$ cat src/rtl/sbr_pkg.sv
package sbr_pkg;
  localparam int DW      = 16;
  localparam int CFG_W   = 6;
  localparam int LAT_W   = 3;
  localparam int LAT_MIN = 2;

  typedef struct packed {
    logic             rdy_hi;   // bit 5
    logic             hold2;    // bit 4
    logic [LAT_W-1:0] lat;      // bits 3:1
    logic             sync_en;  // bit 0
  } rcfg_t;

  localparam rcfg_t RCFG_RST = '{rdy_hi: 1'b1, hold2: 1'b0, lat: 3'd7, sync_en: 1'b0};

  typedef enum logic [1:0] {S_IDLE, S_WAIT, S_STREAM} bst_t;

  function automatic logic [DW-1:0] cell_word(input logic [31:0] a);
    return DW'(a * 32'h0000_9E37) ^ DW'(32'h0000_5A5A);
  endfunction

  function automatic logic [LAT_W-1:0] eff_lat(input logic [LAT_W-1:0] f);
    return (f < LAT_W'(LAT_MIN)) ? LAT_W'(LAT_MIN) : f;
  endfunction
endpackage

$ cat src/rtl/sbr_cfg.sv
module sbr_cfg
  import sbr_pkg::*;
(
  input  logic             clk,
  input  logic             rst_n,
  input  logic             wr_en,
  input  logic [CFG_W-1:0] wr_data,
  input  logic             lock,
  output rcfg_t            cfg
);
  // Writes are dropped while a burst owns the port.
  always_ff @(posedge clk or negedge rst_n) begin
    if (!rst_n)              cfg <= RCFG_RST;
    else if (wr_en && !lock) cfg <= rcfg_t'(wr_data);
  end
endmodule

$ cat src/rtl/sbr_array.sv
module sbr_array
  import sbr_pkg::*;
#(
  parameter int AW = 16
) (
  input  logic          clk,
  input  logic          rst_n,
  input  logic          rd_en,
  input  logic [AW-1:0] rd_addr,
  output logic [DW-1:0] q
);
  // Registered read; q holds its word when no read is issued.
  always_ff @(posedge clk or negedge rst_n) begin
    if (!rst_n)     q <= '0;
    else if (rd_en) q <= cell_word(32'(rd_addr));
  end
endmodule

$ cat src/rtl/sbr_seq.sv
module sbr_seq
  import sbr_pkg::*;
#(
  parameter int AW = 16
) (
  input  logic             clk,
  input  logic             rst_n,
  input  logic             bus_en,
  input  logic             addr_ld,
  input  logic [AW-1:0]    addr_in,
  input  logic             sync_en,
  input  logic             hold2,
  input  logic [LAT_W-1:0] lat,
  output logic             busy,
  output logic             step,
  output logic [AW-1:0]    ptr,
  output logic             vld,
  output logic             oe
);
  bst_t             st;
  logic [LAT_W-1:0] wcnt;
  logic             ph;

  assign busy = (st != S_IDLE);

  // step: read the word at ptr on this edge and advance the counter
  always_comb begin
    step = 1'b0;
    if (bus_en && sync_en && !addr_ld) begin
      unique case (st)
        S_WAIT:   step = (wcnt == '0);
        S_STREAM: step = !(hold2 && ph);
        default:  step = 1'b0;
      endcase
    end
  end

  always_ff @(posedge clk or negedge rst_n) begin
    if (!rst_n) begin
      st   <= S_IDLE;
      wcnt <= '0;
      ptr  <= '0;
      ph   <= 1'b0;
      vld  <= 1'b0;
      oe   <= 1'b0;
    end else if (!bus_en) begin
      st  <= S_IDLE;
      ph  <= 1'b0;
      vld <= 1'b0;
      oe  <= 1'b0;
    end else if (!sync_en) begin
      st  <= S_IDLE;
      ph  <= 1'b0;
      vld <= 1'b1;
      oe  <= 1'b1;
    end else if (addr_ld) begin
      st   <= S_WAIT;
      ptr  <= addr_in;
      wcnt <= eff_lat(lat) - LAT_W'(1);
      ph   <= 1'b0;
      vld  <= 1'b0;
      oe   <= 1'b1;
    end else begin
      if (step) ptr <= ptr + 1'b1;
      unique case (st)
        S_WAIT: begin
          if (step) begin
            st  <= S_STREAM;
            vld <= 1'b1;
            ph  <= hold2;
          end else begin
            wcnt <= wcnt - LAT_W'(1);
          end
        end
        S_STREAM: ph <= step ? hold2 : 1'b0;
        default: begin
          vld <= 1'b0;
          oe  <= 1'b0;
        end
      endcase
    end
  end
endmodule

$ cat src/rtl/sburst_rd.sv
module sburst_rd
  import sbr_pkg::*;
#(
  parameter int AW = 16
) (
  input  logic             clk,
  input  logic             rst_n,
  input  logic             cfg_wr,
  input  logic [CFG_W-1:0] cfg_din,
  input  logic             bus_en,
  input  logic             addr_ld,
  input  logic [AW-1:0]    addr_in,
  output logic [DW-1:0]    rd_data,
  output logic             rd_oe,
  output logic             rdy_flag
);
  rcfg_t         cfg;
  logic          busy;
  logic          step;
  logic          data_vld;
  logic          drv;
  logic [AW-1:0] ptr;
  logic          rom_en;
  logic [AW-1:0] rom_addr;
  logic [DW-1:0] rom_q;

  sbr_cfg u_cfg (
    .clk     (clk),
    .rst_n   (rst_n),
    .wr_en   (cfg_wr),
    .wr_data (cfg_din),
    .lock    (busy),
    .cfg     (cfg)
  );

  sbr_seq #(.AW(AW)) u_seq (
    .clk     (clk),
    .rst_n   (rst_n),
    .bus_en  (bus_en),
    .addr_ld (addr_ld),
    .addr_in (addr_in),
    .sync_en (cfg.sync_en),
    .hold2   (cfg.hold2),
    .lat     (cfg.lat),
    .busy    (busy),
    .step    (step),
    .ptr     (ptr),
    .vld     (data_vld),
    .oe      (drv)
  );

  // Asynchronous mode reads the pins directly; burst mode reads the counter.
  assign rom_en   = step | (bus_en & ~cfg.sync_en);
  assign rom_addr = cfg.sync_en ? ptr : addr_in;

  sbr_array #(.AW(AW)) u_arr (
    .clk     (clk),
    .rst_n   (rst_n),
    .rd_en   (rom_en),
    .rd_addr (rom_addr),
    .q       (rom_q)
  );

  assign rd_data  = data_vld ? rom_q : '0;
  assign rd_oe    = drv;
  assign rdy_flag = cfg.rdy_hi ? data_vld : ~data_vld;
endmodule

$ cat config.mk
export PLATFORM = sky130hd
export DESIGN_NAME = sburst_rd
export DESIGN_NICKNAME = d
export VERILOG_FILES = /design/src/rtl/sbr_pkg.sv /design/src/rtl/sbr_cfg.sv /design/src/rtl/sbr_array.sv /design/src/rtl/sbr_seq.sv /design/src/rtl/sburst_rd.sv
export SDC_FILE = /design/constraint.sdc
export NUM_CORES = 1
export LEC_CHECK = 0
export ABC_AREA = 1
export BUFFER_PORTS_ARGS = -buffer_cell sky130_fd_sc_hd__buf_2
export CORE_UTILIZATION = 49
export CTS_CLUSTER_SIZE = 12
export DETAILED_ROUTE_END_ITERATION = 8
export GPL_TIMING_DRIVEN = 1
export MAX_ROUTING_LAYER = met4
export PLACE_DENSITY = 0.7
export SYNTH_ARGS = -nofsm -noshare
export SYNTH_HDL_FRONTEND = slang
export SYNTH_SLANG_ARGS = --single-unit
$ cat constraint.sdc
create_clock -name clk -period 5.5 [get_ports clk]
set_clock_uncertainty 0.2 [all_clocks]
set_input_delay 0.825 -clock clk [delete_from_list [all_inputs] [get_ports clk]]
set_output_delay 0.825 -clock clk [all_outputs]
set_load 0.02 [all_outputs]
==> results.cfg, run 1 <==
[cells_and_area]
finalInstanceArea_um2 = 6190
fillerInstances = 984
nets = 924
seq_area_um2 = 1160
post_route_cells_drive_above_1_share_pct = 18.7
diodes = 0
fin_util_pct = 59.2
multi_input_area_um2 = 3500
area_growth_pct = 15.0

[clock_tree]
clk-insertion-delay-late_ps = 320
clkTransAtPathRegs_ps = 100
ctsHoldBuffers = 0
cts_tree = done
cts_max_level = 2
cts_made_buffers = 5
cts.sinks = 46
cts_buffer_depth = 2
root_buffer = clkbuf_8

[synth]
yosysSeqAreaShare_pct = 21.5
synth_mux_area_share_pct = 1.05
synth_xor_area_share_pct = 3.26
synth.net_count = 842
netlist_area_um2 = 5380
yosysWarnings = 0
synth_top_family_by_area = adder cells
synth_top_area_share_pct = 19.5
synth_top_cell_by_area = dfrtp_1
async_flop_share_pct = 100
avgSynthCellArea_um2 = 7.58
synth_top_flop_cell = dfrtp_1
synth_fa_ha_area_share_pct = 30.4
syn_inst = 710
synthTopCellsByCount = 163 x inv_1, 158 x nand2_1, 62 x ha_1, 45 x o21ai_0, 43 x fa_1
post-synth-top-count-cell = inv_1
yosys.area_share.simple_pct = 19.5
synth.area.top_cells = dfrtp_1 20%, fa_1 16%, ha_1 14%
synth_seq_cells = 46
ys_types = 43
synth_edf_count = 0
synth_compound_area_share_pct = 10.6

[min_path]
hold_class = reg -> reg
hp-start = u_arr.q[4]$_DFFE_PN0P_

[timing]
finalSetupViolCount = 0
slew_viol_final = 0
min_period_ps = 5230
tightestPinTransition_ps = 1070
fmax_mhz = 191
slew_headroom_pct = 28.9
min_period_over_period_pct = 95.0
finalHoldViolations = 0

[global_routing]
antenna_found_initial = 0
first_global_vias = 4838
grt_pass1_wl_mm = 21.6
grt_overflow = 0
grtUsageTotal_pct = 24.7
grt_max_degree = 47

[drt]
drcViolationCount = 0
via_per_inst = 5.01
ant_nets = 0
met1Wirelength_mm = 5.81
wl_per_cell_um = 13.2
wl_met2_mm = 5.73
vias = 4656
dr.pass1.iters = 4
met3_length_um = 456
wl_mm = 12.2
top_layer = met4
drt_iter0_drc = 228

[placement]
hpwlAfterDp_mm = 10.1
place_area_um2 = 6030
port_buffers = 44
gp_congestion = 0.919

[die]
start_util_pct = 51.4
rows = 37
die_w_um = 107
die_h_um = 107
fp.coreArea_um2 = 10500
die_area_um2 = 11400
io_pins = 45

[setup_path]
cp-end-kind = register
critPathKind = reg -> reg
r2r_start = u_cfg.cfg[0]$_DFFE_PN0P_
cp.arrival_ps = 5250
required_ps = 5520
crit_start = u_cfg.cfg[0]$_DFFE_PN0P_
critPathLaunchType = register
rrSetupSlack_ps = 270
critPathMaxFanout = 17

[status]
status = complete, no violations

[job]
drv_cap = 0
## flip-flops by register name, indices dropped and copies added (netlist names)
register / cells
u_seq.ptr: 16
u_seq.st: 2
u_arr.q: 16
u_seq.oe: 1
u_seq.wcnt: 3
u_seq.vld: 1
u_cfg.cfg: 6
u_seq.ph: 1
## critical path, stage by stage, from the launching register on
cell and delay [ps]:
dfrtp_2 430, buf_4 160, clkbuf_16 170, o21ai_0 250, inv_1 110, fa_1 420, ha_1 230, fa_1 540
inv_1 50, fa_1 530, fa_1 450, fa_1 550, inv_1 40, ha_1 290, inv_1 120, o21bai_1 70
a31oi_1 140, nand3_1 110, inv_1 70, nand3_1 70, nand3_1 80, nand2_1 50
## layout make-up
class	count	share of cell area, %
inverter	169	10.3
multi-input combinational	478	56.6
clock inverter	3	0.707
tap	136	2.75
timing repair buffer	92	9.86
sequential	46	18.7
clock buffer	5	1.11
## metal layers
layer  GRT usage (%)  vias to the layer above
met1            31.5                     2185
met4            7.05                        0
li1                -                     2350
met3            2.86                       19
met5               -                        -
met2            41.8                      102
## metrics by stage
stage	hold WS [ps]	std cells	setup TNS [ps]	setup slack [ps]
after detailed placement	273	919	-474	-209
after global routing	323	929	-4.10	-4.10
final	296	929	0	273
after global placement	266	919	-215	-132
after CTS	294	927	0	120
after floorplan	249	710	0	53.7
## logic make-up (layout without fill, tap and decap cells)
logic type	after synthesis	after routing
and+or+nand+nor	245	245
muxes	5	5
buffers and inverters	186	269
adders and majority gates	105	105
AOI/OAI and AO/OA	103	103
xor gates and xnor gates	20	20
DFF	46	46
## final timing paths
check / endpoint / cells after the start
setup / recovery: u_arr.q[15]$_DFFE_PN0P_ / 21
max in group asynchronous: u_cfg.cfg[0]$_DFFE_PN0P_ / 1
setup reg to reg: u_arr.q[15]$_DFFE_PN0P_ / 21
hold / removal: u_arr.q[4]$_DFFE_PN0P_ / 2
hold reg to reg: u_arr.q[4]$_DFFE_PN0P_ / 2
min in group asynchronous: u_seq.ph$_DFFE_PN0P_ / 1
## cells in the final DEF (no fill, tap or decap), drive strengths merged, types with 6 or more instances in the layout
cell type,Yosys,final
inv,169,170
buf,10,91
nand3,26,26
nor2,32,32
a21oi,27,27
o21ai,53,53
dfrtp,42,42
fa,43,43
xor2,16,16
clkbuf,7,6
ha,62,62
nand2,174,174
a31oi,9,9
## timing repair
item / CTS / global route
endpoints found under the setup margin: 0 / 7
endpoints found under the hold margin: 0 / 0
resized for setup: 0 / 15
buffers inserted: 0 / 1
Power of run 1 is left out: the tool's default activity adds up to more than one toggle a clock period on the data nets, which glitch-free logic cannot reach.
==> run 2, diff against run 1 <==
- ABC_AREA: 1 -> 0
- CORE_MARGIN: unset -> 4
==> results.cfg, run 2 <==
[clock_tree]
cts_buffer_depth = 2
cts_tree = done
cts.sinks = 46
cts_made_buffers = 5
cts_max_level = 2
root_buffer = clkbuf_8
clkTransAtPathRegs_ps = 100
clk-insertion-delay-late_ps = 300
ctsHoldBuffers = 0

[global_routing]
grtUsageTotal_pct = 21.5
grt_pass1_wl_mm = 19.6
grt_max_degree = 47
antenna_found_initial = 0
first_global_vias = 4202
grt_overflow = 0

[drt]
drt_iter0_drc = 326
drcViolationCount = 0
vias = 4124
wl_mm = 12.4
dr.pass1.iters = 8
via_per_inst = 5.33
ant_nets = 0
wl_per_cell_um = 16.0

[synth]
yosysSeqAreaShare_pct = 23.2
synth_top_area_share_pct = 21.1
synth_top_flop_cell = dfrtp_1
syn_inst = 538
avgSynthCellArea_um2 = 9.26
synth_top_cell_by_area = dfrtp_1
synth_edf_count = 0
yosysWarnings = 0
synth.area.top_cells = dfrtp_1 21%, fa_1 17%, ha_1 16%
async_flop_share_pct = 100
synth.net_count = 670
ys_types = 50
post-synth-top-count-cell = inv_1
netlist_area_um2 = 4980
synth_seq_cells = 46
synthTopCellsByCount = 102 x inv_1, 62 x ha_1, 43 x fa_1, 42 x dfrtp_1, 35 x a21oi_1

[timing]
tightestPinTransition_ps = 1060
fmax_mhz = 187
slew_headroom_pct = 29.2
finalSetupViolCount = 0
min_period_ps = 5360
finalHoldViolations = 0
slew_viol_final = 0
min_period_over_period_pct = 97.5

[setup_path]
required_ps = 5490
critPathMaxStageDelay_ps = 580
worst-path-buf-inv = 4
cp-end-kind = register
cp.arrival_ps = 5350
cpMostUsedCell = fa_1
critPathKind = reg -> reg
critPathMaxFanout = 7
cp_top_family = adder cells
slowest_stage = fa_2
critPathLaunchType = register
crit_chain = clkbuf_16 -> mux2_1 -> ha_4 -> fa_1 -> fa_1 -> inv_1 -> fa_1 -> fa_1 -> fa_2 -> inv_1 -> ha_1 -> nor4_1 -> buf_4 -> a221oi_4 -> xnor2_1 -> o21ai_1

[cells_and_area]
area_growth_pct = 24.5
largestRegisters = u_arr.q x16, u_seq.ptr x16, u_cfg.cfg x6
diodes = 0
fillerInstances = 813
finalInstanceArea_um2 = 6200
layout_common_cells = 94 x inv_1, 62 x buf_4, 48 x ha_1, 44 x buf_2, 42 x fa_1
post_route_cells_drive_above_1_share_pct = 27.5
layout_commonest_cell = inv_1
nets = 772

[min_path]
hold_class = reg -> reg

[status]
status = complete, no violations

[placement]
port_buffers = 44
place_area_um2 = 5750
hpwlAfterDp_mm = 9.58
gp_congestion = 0.898

[job]
drv_cap = 0

[die]
rows = 36
die_area_um2 = 11800
io_pins = 45
start_util_pct = 50.7
fp.coreArea_um2 = 9820
die_w_um = 109
die_h_um = 109
[run 2: timing repair]
item,CTS,global route
pin swaps,2,18
setup endpoints to repair,4,4
gates resized for setup,8,45
cloned,0,1
buffers inserted,0,7
[run 2: logic make-up (layout without fill, tap and decap cells)]
logic type	after synthesis	count (layout)	synth area share, %
compound gates	94	94	11.6
xor+xnor	29	29	5.75
fa+ha+maj	105	105	32.8
buf+inv	117	220	8.99
flops	46	46	23.2
mux	29	29	6.35
simple gates	118	118	11.3
[run 2: area by class of cell]
| cell class | count | area (µm²) | area share (%) |
|---|---|---|---|
| inverter | 103 | 389 | 6.28 |
| clock inverter | 2 | 13.8 | 0.222 |
| timing repair buffer | 109 | 742 | 12.0 |
| sequential | 46 | 1160 | 18.7 |
| tap | 133 | 166 | 2.68 |
| multi-input combinational | 375 | 3660 | 59.0 |
| clock buffer | 6 | 72.6 | 1.17 |
[run 2: final timing paths]
path	from	cells past startpoint	slack [ps]	to
max	u_cfg.cfg[0]$_DFFE_PN0P_	16	140	u_arr.q[15]$_DFFE_PN0P_
min	u_arr.q[2]$_DFFE_PN0P_	2	270	u_arr.q[2]$_DFFE_PN0P_
max reg2reg	u_cfg.cfg[0]$_DFFE_PN0P_	16	140	u_arr.q[15]$_DFFE_PN0P_
min reg2reg	u_arr.q[2]$_DFFE_PN0P_	2	270	u_arr.q[2]$_DFFE_PN0P_
max in group asynchronous	rst_n	1	3880	u_cfg.cfg[0]$_DFFE_PN0P_
min in group asynchronous	rst_n	1	490	u_seq.ptr[0]$_DFFE_PN0P_
[run 2: per-layer routing]
layer	wire, µm	track usage [%]
met4	206	5.77
met2	6360	35.6
met3	449	2.49
met1	5390	28.2
met5	0	-
[run 2: metrics by stage]
step / hold WS [ps] / cells / setup WS [ps] / setup TNS, ps / utilization (%)
global placement: 243 / 758 / -373 / -788 / 58.5
floorplan: 231 / 538 / 6.66 / 0 / -
detailed placement: 257 / 758 / -409 / -1620 / 58.5
finish: 269 / 774 / 140 / 0 / 63.1
CTS: 278 / 766 / 13.0 / 0 / 59.7
global route: 298 / 774 / -43.9 / -82.3 / 63.1
[run 2: worst reg2reg max path, cell delays in order, from the launching register on]
cell and delay (ps):
dfrtp_2 450, clkbuf_16 180, mux2_1 440, ha_4 290, fa_1 520, fa_1 520
inv_1 50, fa_1 520, fa_1 470, fa_2 580, inv_1 40, ha_1 220
nor4_1 310, buf_4 180, a221oi_4 30, xnor2_1 170, o21ai_1 80
Power of run 2 is left out for the same reason.
